File: src/rtl/conic_pkg.sv
package conic_pkg;

   // accumulator width that holds a full-raster quadratic without overflow
   function automatic int acc_width(input int coef_w, input int xw, input int yw);
      int cw;
      cw = (xw > yw) ? xw : yw;
      return coef_w + 2 * cw + 3;
   endfunction

endpackage

File: src/rtl/conic_coef_hold.sv
module conic_coef_hold #(
   parameter int COEF_W = 16,
   parameter int ACC_W  = 41
) (
   input  logic                     clk,
   input  logic                     rst_n,
   input  logic                     capture,
   input  logic                     narrow_in,
   input  logic signed [COEF_W-1:0] a_in,
   input  logic signed [COEF_W-1:0] b_in,
   input  logic signed [COEF_W-1:0] c_in,
   input  logic signed [COEF_W-1:0] d_in,
   input  logic signed [COEF_W-1:0] e_in,
   output logic                     eff_narrow,
   output logic signed [ACC_W-1:0]  eff_e,
   output logic signed [ACC_W-1:0]  dd_x,
   output logic signed [ACC_W-1:0]  dd_y,
   output logic signed [ACC_W-1:0]  row_d0,
   output logic signed [ACC_W-1:0]  px_d0,
   output logic signed [ACC_W-1:0]  px_d1,
   output logic [5*COEF_W:0]        held_state
);

   logic signed [COEF_W-1:0] h_a, h_b, h_c, h_d, h_e;
   logic                     h_n;
   logic signed [COEF_W-1:0] s_a, s_b, s_c, s_d, s_e;
   logic signed [ACC_W-1:0]  x_a, x_b, x_c, x_d;

   always_ff @(posedge clk) begin
      if (!rst_n) begin
         h_a <= '0;
         h_b <= '0;
         h_c <= '0;
         h_d <= '0;
         h_e <= '0;
         h_n <= 1'b0;
      end else if (capture) begin
         h_a <= a_in;
         h_b <= b_in;
         h_c <= c_in;
         h_d <= d_in;
         h_e <= e_in;
         h_n <= narrow_in;
      end
   end

   // the frame-start pixel itself must already see the new set
   always_comb begin
      s_a        = capture ? a_in : h_a;
      s_b        = capture ? b_in : h_b;
      s_c        = capture ? c_in : h_c;
      s_d        = capture ? d_in : h_d;
      s_e        = capture ? e_in : h_e;
      eff_narrow = capture ? narrow_in : h_n;
      x_a        = ACC_W'(s_a);
      x_b        = ACC_W'(s_b);
      x_c        = ACC_W'(s_c);
      x_d        = ACC_W'(s_d);
      eff_e      = ACC_W'(s_e);
      dd_x       = x_a <<< 1;
      dd_y       = x_b <<< 1;
      row_d0     = x_b + x_d;
      px_d0      = x_a + x_c;
      px_d1      = px_d0 + dd_x;
   end

   assign held_state = {h_a, h_b, h_c, h_d, h_e, h_n};

endmodule

File: src/rtl/conic_fd_axis.sv
module conic_fd_axis #(
   parameter int W = 41
) (
   input  logic                clk,
   input  logic                rst_n,
   input  logic                load,
   input  logic                step,
   input  logic signed [W-1:0] load_val,
   input  logic signed [W-1:0] load_dlt,
   input  logic signed [W-1:0] dd,
   output logic signed [W-1:0] val,
   output logic signed [W-1:0] next_val
);

   logic signed [W-1:0] dlt;

   assign next_val = val + dlt;

   always_ff @(posedge clk) begin
      if (!rst_n) begin
         val <= '0;
         dlt <= '0;
      end else if (load) begin
         val <= load_val;
         dlt <= load_dlt;
      end else if (step) begin
         val <= next_val;
         dlt <= dlt + dd;
      end
   end

endmodule

File: src/rtl/conic_out_stage.sv
module conic_out_stage #(
   parameter int ACC_W     = 41,
   parameter int NARROW_W  = 8,
   parameter bit NARROW_EN = 1'b1
) (
   input  logic                    clk,
   input  logic                    rst_n,
   input  logic                    in_valid,
   input  logic                    in_narrow,
   input  logic signed [ACC_W-1:0] in_f,
   output logic                    out_valid,
   output logic signed [ACC_W-1:0] out_value,
   output logic                    out_inside
);

   logic signed [ACC_W-1:0] sel_v;
   logic                    sel_s;

   generate
      if (NARROW_EN) begin : g_narrow
         logic signed [NARROW_W-1:0] low;
         assign low   = in_f[NARROW_W-1:0];
         assign sel_v = in_narrow ? ACC_W'(low) : in_f;
         assign sel_s = in_narrow ? in_f[NARROW_W-1] : in_f[ACC_W-1];
      end else begin : g_wide
         logic unused_n;
         assign unused_n = in_narrow;
         assign sel_v    = in_f;
         assign sel_s    = in_f[ACC_W-1];
      end
   endgenerate

   always_ff @(posedge clk) begin
      if (!rst_n) begin
         out_valid  <= 1'b0;
         out_value  <= '0;
         out_inside <= 1'b0;
      end else begin
         out_valid  <= in_valid;
         out_value  <= in_valid ? sel_v : '0;
         out_inside <= in_valid & sel_s;
      end
   end

endmodule

File: src/rtl/conic_raster.sv
module conic_raster #(
   parameter int COEF_W    = 16,
   parameter int X_W       = 11,
   parameter int Y_W       = 11,
   parameter int NARROW_W  = 8,
   parameter bit NARROW_EN = 1'b1,
   localparam int ACC_W    = conic_pkg::acc_width(COEF_W, X_W, Y_W)
) (
   input  logic                     clk,
   input  logic                     rst_n,
   input  logic                     pix_valid,
   input  logic                     frame_start,
   input  logic                     line_start,
   input  logic                     narrow,
   input  logic signed [COEF_W-1:0] coef_a,
   input  logic signed [COEF_W-1:0] coef_b,
   input  logic signed [COEF_W-1:0] coef_c,
   input  logic signed [COEF_W-1:0] coef_d,
   input  logic signed [COEF_W-1:0] coef_e,
   output logic                     out_valid,
   output logic signed [ACC_W-1:0]  out_value,
   output logic                     out_inside
);

   generate
      if (COEF_W < 2)              $error("COEF_W too small");
      if (X_W < 1 || Y_W < 1)      $error("coordinate widths must be positive");
      if (NARROW_W < 2 || NARROW_W > ACC_W) $error("NARROW_W out of range");
   endgenerate

   logic                    capture, at_line, row_step, px_step;
   logic                    eff_narrow;
   logic signed [ACC_W-1:0] eff_e, dd_x, dd_y, row_d0, px_d0, px_d1;
   logic signed [ACC_W-1:0] row_val, row_next, row_cur, px_val, px_next, f_now;
   logic [5*COEF_W:0]       held_state;
   logic signed [ACC_W-1:0] f_q;
   logic                    v_q, n_q;

   assign capture  = pix_valid & frame_start;
   assign at_line  = frame_start | line_start;
   assign row_step = pix_valid & line_start & ~frame_start;
   assign px_step  = pix_valid & ~at_line;

   conic_coef_hold #(.COEF_W(COEF_W), .ACC_W(ACC_W)) u_coef (
      .clk(clk), .rst_n(rst_n), .capture(capture), .narrow_in(narrow),
      .a_in(coef_a), .b_in(coef_b), .c_in(coef_c), .d_in(coef_d), .e_in(coef_e),
      .eff_narrow(eff_narrow), .eff_e(eff_e), .dd_x(dd_x), .dd_y(dd_y),
      .row_d0(row_d0), .px_d0(px_d0), .px_d1(px_d1), .held_state(held_state)
   );

   // row base f(0,y) and its y difference
   conic_fd_axis #(.W(ACC_W)) u_row (
      .clk(clk), .rst_n(rst_n), .load(capture), .step(row_step),
      .load_val(eff_e), .load_dlt(row_d0), .dd(dd_y),
      .val(row_val), .next_val(row_next)
   );

   assign row_cur = frame_start ? eff_e : row_next;

   // next pixel value along the line and its x difference
   conic_fd_axis #(.W(ACC_W)) u_px (
      .clk(clk), .rst_n(rst_n), .load(pix_valid & at_line), .step(px_step),
      .load_val(row_cur + px_d0), .load_dlt(px_d1), .dd(dd_x),
      .val(px_val), .next_val(px_next)
   );

   assign f_now = at_line ? row_cur : px_val;

   always_ff @(posedge clk) begin
      if (!rst_n) begin
         f_q <= '0;
         v_q <= 1'b0;
         n_q <= 1'b0;
      end else begin
         f_q <= f_now;
         v_q <= pix_valid;
         n_q <= eff_narrow;
      end
   end

   conic_out_stage #(.ACC_W(ACC_W), .NARROW_W(NARROW_W), .NARROW_EN(NARROW_EN)) u_out (
      .clk(clk), .rst_n(rst_n), .in_valid(v_q), .in_narrow(n_q), .in_f(f_q),
      .out_valid(out_valid), .out_value(out_value), .out_inside(out_inside)
   );

   logic unused_ok;
   assign unused_ok = ^{row_val, px_next};

endmodule

File: config.mk
export PLATFORM = sky130hd
export DESIGN_NAME = conic_raster
export DESIGN_NICKNAME = d
export VERILOG_FILES = /design/src/rtl/conic_pkg.sv /design/src/rtl/conic_coef_hold.sv /design/src/rtl/conic_fd_axis.sv /design/src/rtl/conic_out_stage.sv /design/src/rtl/conic_raster.sv
export SDC_FILE = /design/constraint.sdc
export NUM_CORES = 1
export LEC_CHECK = 0
export ABC_AREA = 1
export CAP_MARGIN = 20
export CORE_ASPECT_RATIO = 1.75
export CORE_MARGIN = 4
export CORE_UTILIZATION = 55
export CTS_CLUSTER_SIZE = 14
export DETAILED_ROUTE_END_ITERATION = 10
export MAX_ROUTING_LAYER = met4
export PLACE_DENSITY = 0.87
export SLEW_MARGIN = 10
export SYNTH_ARGS = -nofsm -noshare
export SYNTH_HDL_FRONTEND = slang
export SYNTH_SLANG_ARGS = --single-unit
File: constraint.sdc
create_clock -name clk -period 6.2 [get_ports clk]
set_input_delay 0.93 -clock clk [delete_from_list [all_inputs] [get_ports clk]]
set_output_delay 0.93 -clock clk [all_outputs]
set_load 0.005 [all_outputs]
Word level (Yosys, flattened, before mapping)
Index checks and enable logic that the tools add are counted.
{"block": "word_totals", "elab_cells": 52, "ff_bits": 330, "latchBits": 0, "memories": 0, "output_inout_bits": 43, "inputBits": 86, "ram_bits": 0, "mem_bits_ro": 0}
{"block": "classes", "magnitude_cmp": 0, "muxes": 17, "n_reduce_logical": 3, "n_shift": 0, "n_eq_ne": 0, "n_addsub": 8, "n_bitwise": 9, "div_mod_pow": 0, "multipliers": 0}
{"op": "two-way mux 41 bit", "n": 11}
{"op": "adder 41 x 17 -> 41 bit", "n": 3}
{"op": "adder 41 bit", "n": 2}
{"op": "two-way mux 16 bit", "n": 5}
{"op": "adder 16 x 16 -> 17 bit", "n": 2}
{"op": "adder 17 x 17 -> 18 bit", "n": 1}
{"op": "AND 1 bit", "n": 6}
{"op": "nonzero test 2 bit", "n": 2}
{"op": "NOT 1 bit", "n": 2}
{"op": "AND reduction 2 bit", "n": 1}
{"op": "two-way mux 1 bit", "n": 1}
{"op": "bitwise OR 1 bit", "n": 1}

Depth between registers and ports, before layout
{"block": "depth", "word_depth": 5, "depth_mapped": 36, "ltp_nobuf": 34}

Modules after synthesis
From an unflattened synthesis, not the netlist that was laid out.
{"block": "unflattened", "hier_cells": 5616, "hier_area_um2": 32292.2}
{"mod": "conic_fd_axis", "seq_area_each_um2": 1641.6, "cells_per_inst": 1695, "area_each_um2": 9387.8, "n_inst": 2}
{"mod": "conic_coef_hold", "seq_area_each_um2": 1621.6, "cells_per_inst": 1170, "area_each_um2": 7209.4, "n_inst": 1}
{"mod": "conic_raster", "seq_area_each_um2": 860.8, "cells_per_inst": 916, "area_each_um2": 4998.5, "n_inst": 1}
{"mod": "conic_out_stage", "seq_area_each_um2": 860.8, "cells_per_inst": 140, "area_each_um2": 1308.8, "n_inst": 1}

Worst setup path after synthesis
Ideal clock, no wire load.
{"block": "synth_timing", "path_kind": "input -> register", "from": "in pix_valid", "to": "reg u_px.val[34]", "required_time_ns": 6.084, "setup_slack_ns": 0.222, "stages": 23, "arrival_time_ns": 5.862, "setup_ns": 0.116, "n_path_buf": 0, "cell_sequence": "nand2_1 o21ai_0 ha_1 a21oi_1 nand2_1 nor2_1 nand2_1 xnor2_1 inv_1 ha_1 nand2_1 nor2_1 inv_1 nor2_1 inv_1 nor3_2 nand3_1 nand3_1 a21oi_1 o21ai_0 nand3_1 o211ai_1 inv_1"}
{"block": "synth_via", "elab_chain_cells": 5, "word_cells_on_any_way": 11, "cone_classes": "2 x add/sub; 5 x mux; 3 x bitwise; 1 x reduce/logical"}
{"item": "start, declared", "line_no": "conic_raster.sv:11", "rtl": "input logic pix_valid,"}
{"item": "AND 1 bit", "line_no": "conic_raster.sv:39", "rtl": "assign capture = pix_valid & frame_start;"}
{"item": "two-way mux 16 bit", "line_no": "conic_coef_hold.sv:49", "rtl": "s_a = capture ? a_in : h_a;"}
{"item": "net dd_x[16]", "line_no": "conic_raster.sv:33", "rtl": "logic signed [ACC_W-1:0] eff_e, dd_x, dd_y, row_d0, px_d0, px_d1;"}
{"item": "adder 16 x 16 -> 17 bit", "line_no": "conic_coef_hold.sv:63", "rtl": "px_d0 = x_a + x_c;"}
{"item": "adder 41 x 17 -> 41 bit", "line_no": "conic_raster.sv:63", "rtl": ".load_val(row_cur + px_d0), .load_dlt(px_d1), .dd(dd_x),"}
{"item": "two-way mux 41 bit", "line_no": "conic_fd_axis.sv:23", "rtl": "end else if (load) begin"}
{"item": "end signal, assigned", "line_no": "conic_fd_axis.sv:24", "rtl": "val <= load_val;"}
{"item": "end signal, assigned", "line_no": "conic_fd_axis.sv:27", "rtl": "val <= next_val;"}
{"item": "end, declared", "line_no": "conic_fd_axis.sv:11", "rtl": "output logic signed [W-1:0] val,"}
The timed path passes the listed nets, and every way through them passes these cells.
A chain may end at the register's enable or synchronous reset.

Final worst setup path
{"block": "layout_timing", "from": "in frame_start", "to": "reg u_px.val[26]"}
{"block": "layout_via", "elab_chain_cells": 5, "word_cells_on_any_way": 13, "cone_classes": "2 x add/sub; 5 x mux; 5 x bitwise; 1 x reduce/logical"}
{"item": "start, declared", "line_no": "conic_raster.sv:12", "rtl": "input logic frame_start,"}
{"item": "AND 1 bit", "line_no": "conic_raster.sv:39"}
{"item": "two-way mux 16 bit (on tied branches)", "line_no": "conic_coef_hold.sv:49, conic_coef_hold.sv:51, conic_coef_hold.sv:53"}
{"item": "adder 16 x 16 -> 17 bit / two-way mux 41 bit (equally long branches)", "line_no": "conic_coef_hold.sv:63, conic_raster.sv:58"}
{"item": "adder 41 x 17 -> 41 bit", "line_no": "conic_raster.sv:63"}
{"item": "two-way mux 41 bit", "line_no": "conic_fd_axis.sv:23"}
Parallel ways exist; a longest one is shown, timed or not.

==> results.txt <==
status = finished, final reports clean
total iterations of the first detailed-routing run = 6
top post-synthesis cells by area = dfxtp_1 (23%), nand2_1 (12%), ha_1 (11%)
area leader, netlist = dfxtp_1
P per Cell Area = 249 nW/um2
Critical Path Start Type = input pin
DP HPWL = 96300 um
Sinks on Clock Net = 330
nets = 5035
CP endpoint kind = register
path type of the worst setup path = in -> reg
setup bufs post-CTS = 0
RSZ-0062 raised after global routing = false
Die X-Extent = 181 um
Static Leak = 15.3 nW
WHS = 0.419 ns
vias in the first global route = 32200
Finished Layout Cells = 5393
worst clock skew = 0.0182 ns
WP buf/inv = 7
Congestion Overflow GR = 0
post-synthesis sequential area ratio = 23.0%
crit-path leading delay family = buffers and inverters
Residual DRC = 0
row count = 110
max_cap viols = 0
Distinct cells, synth = 60
Placed Area = 30800 um2
Power, Total = 7.93 mW
f_max = 176 MHz
vias per std cell = 6.00
final hold vios = 0
CTS tree = built
most common cell after layout, fill and taps aside = nand2_1
global-route wire length before repair = 181000 um
Fillers = 5100
HP Class = reg -> reg
Starting Density = 55.6%
die height = 310 um
actual slew at the worst max-slew pin = 0.982 ns
port bufs = 128
DRT Wirelength = 121000 um
total track usage = 43.0%
Slew headroom = 34.3%
Place WS = 0.160 ns
R2R setup slack = 1.11 ns
H-tree lvl count = 2
top cell type's share of synthesized area = 23.0%
Final Util = 61.8%
global placement routability congestion = 1.16
largest net degree at the start of global routing = 170
Critical Path RT = 6.67 ns
Synth Instances = 4599
Slew Limit Fails = 0
Final Cycle Share = 91.6%
synthesized area = 28700 um2
syn avg cell area = 6.24 um2
Post-CTS Hold Buffers = 0
Setup TNS = 0 ns
Ys Warns = 0
clock root buffer = clkbuf_16
Die ar. = 56100 um2
Post-Place Cells = 5330
Core ar. = 51600 um2
design area = 31900 um2
post_cts resized = 0
WP data arrival = 6.14 ns
maximum vdd ir drop = 0.215 mV
fin crit period = 5.68 ns
Post-Syn Nets = 4939
total CTS buffers = 35
initial antenna violation count = 1
Max stage delay on crit path = 0.60 ns
Avg WL per Cell = 22.5 um
commonest non-fill, non-tap cells in the layout = nand2_1 (886), inv_1 (605), nor2_1 (524)
maximum root-to-sink buffer count = 3
Yosys reg bits = 330
worst path cell trace = clkdlybuf4s50_1 > nand2_4 > inv_2 > buf_4 > buf_4 > nand2_1 > o21ai_0 > o21ai_0 > inv_1 > ha_1 > fa_1 > nand3_1 > nand2_1 > a21boi_2 > o21ai_2 > inv_1 > o21ai_2 > nand3_1 > nand2_1 > nand2_1 > nand3_1 > nand3_1 > nand2_1 > inv_1
Final WS setup = 0.521 ns
Async S/R FF share, synth = 0%
most used cell, CP = nand2_1
I/O Pins = 129
via count = 32400
Worst-path clk slew = 0.06 ns
Crit Path Max Fanout = 55
share of layout cells above drive strength 1 = 7.10%
final setup fails = 0
initial detailed-routing violation count = 2463
EDFF count, synth = 0
Clock Latency Late Sink = 0.57 ns
slowest stage cell, crit path = clkdlybuf4s50_1
predominant post-synthesis flop cell = dfxtp_1
area delta synth->final = 11.2%
Final ANT Viol Nets = 0
-- cells in the mapped netlist (4+ instances only) --
library cell and count:
inv_2 24, o21ai_0 471, o31ai_1 5, nor4_2 5, xnor2_1 29, nor2_2 13, buf_6 4, a21boi_0 18
xor2_1 39, nand2_1 888, and3_1 11, ha_1 246, o21bai_1 32, or2_0 7, o21ai_1 42, a21oi_2 24
buf_1 13, a221oi_1 4, nand3_2 7, inv_1 605, dfxtp_1 330, or2_1 16, o21a_1 12, nor3_1 41
a21oi_1 471, or2_2 70, a21boi_2 4, nand4_1 31, fa_1 8, o21ai_2 19, a211oi_1 6, clkinv_1 4
nand2_2 22, nor4_1 10, nor3_2 7, a31oi_1 68, a21o_1 29, o211ai_1 39, buf_2 22, nor2_1 524
nand3b_1 14, clkbuf_1 92, nand3_1 249
-- flip-flops by register name, indices dropped and copies added (netlist names) --
| signal | flops |
|---|---|
| v_q | 1 |
| u_out.out_value | 41 |
| u_out.out_inside | 1 |
| u_row.dlt | 41 |
| u_coef.h_c | 16 |
| u_out.out_valid | 1 |
| u_coef.h_b | 16 |
| u_coef.h_a | 16 |
| u_row.val | 41 |
| u_px.dlt | 41 |
| f_q | 41 |
| u_coef.h_e | 16 |
| u_coef.h_d | 16 |
| u_coef.h_n | 1 |
| u_px.val | 41 |
-- worst reg2reg max path, delay by kind of cell, from the launching register on --
family / cells / cell delay (ns)
AO/OA/AOI/OAI: 8 / 1.82
adder cells (fa/ha/maj): 3 / 1.18
AND/OR/NAND/NOR: 8 / 0.94
buffers and inverters: 5 / 0.53
flip-flops: 1 / 0.36
XOR/XNOR: 1 / 0.16
-- final timing paths --
kind	from	to	depth (start not counted)
min reg2reg	f_q[6]$_SDFF_PN0_	u_out.out_value[6]$_SDFF_PN0_	2
max	frame_start	u_px.val[26]$_SDFFE_PN0P_	24
min	f_q[6]$_SDFF_PN0_	u_out.out_value[6]$_SDFF_PN0_	2
max reg2reg	u_row.dlt[0]$_SDFFE_PN0P_	u_px.val[39]$_SDFFE_PN0P_	25
-- logic make-up after synthesis --
kind of cell	synth area share, %
AO/OA/AOI/OAI	24.7
XOR/XNOR	2.07
adder cells (fa/ha/maj)	11.3
buffers and inverters	10.2
flip-flops	23.0
AND/OR/NAND/NOR	28.7
-- power breakdown --
group          internal (mW)  leakage, nW  switching (mW)  total (mW)
Clock                   1.12        0.527           0.997        2.12
Combinational           1.09         12.1            2.22        3.31
Sequential              2.30         2.72           0.209        2.51
-- layout make-up --
class	instances	area, um2	share of cell area, %
multi-input combinational	3504	19200	60.1
sequential	330	6610	20.7
inverter	633	2380	7.45
timing repair buffer	191	1790	5.60
clock buffer	46	967	3.03
tap	672	841	2.63
clock inverter	15	140	0.439
antenna	2	5.00	0.0157
-- metal layers --
metal / GRT usage, % / vias up / part of all wire (%)
met5: - / - / 0
met4: 41.3 / 0 / 13
met3: 5.01 / 615 / 6.2
met2: 75.6 / 1527 / 49
met1: 40.0 / 14700 / 32
li1: - / 15500 / -
Note: power is estimated with default switching activity, not from simulation.
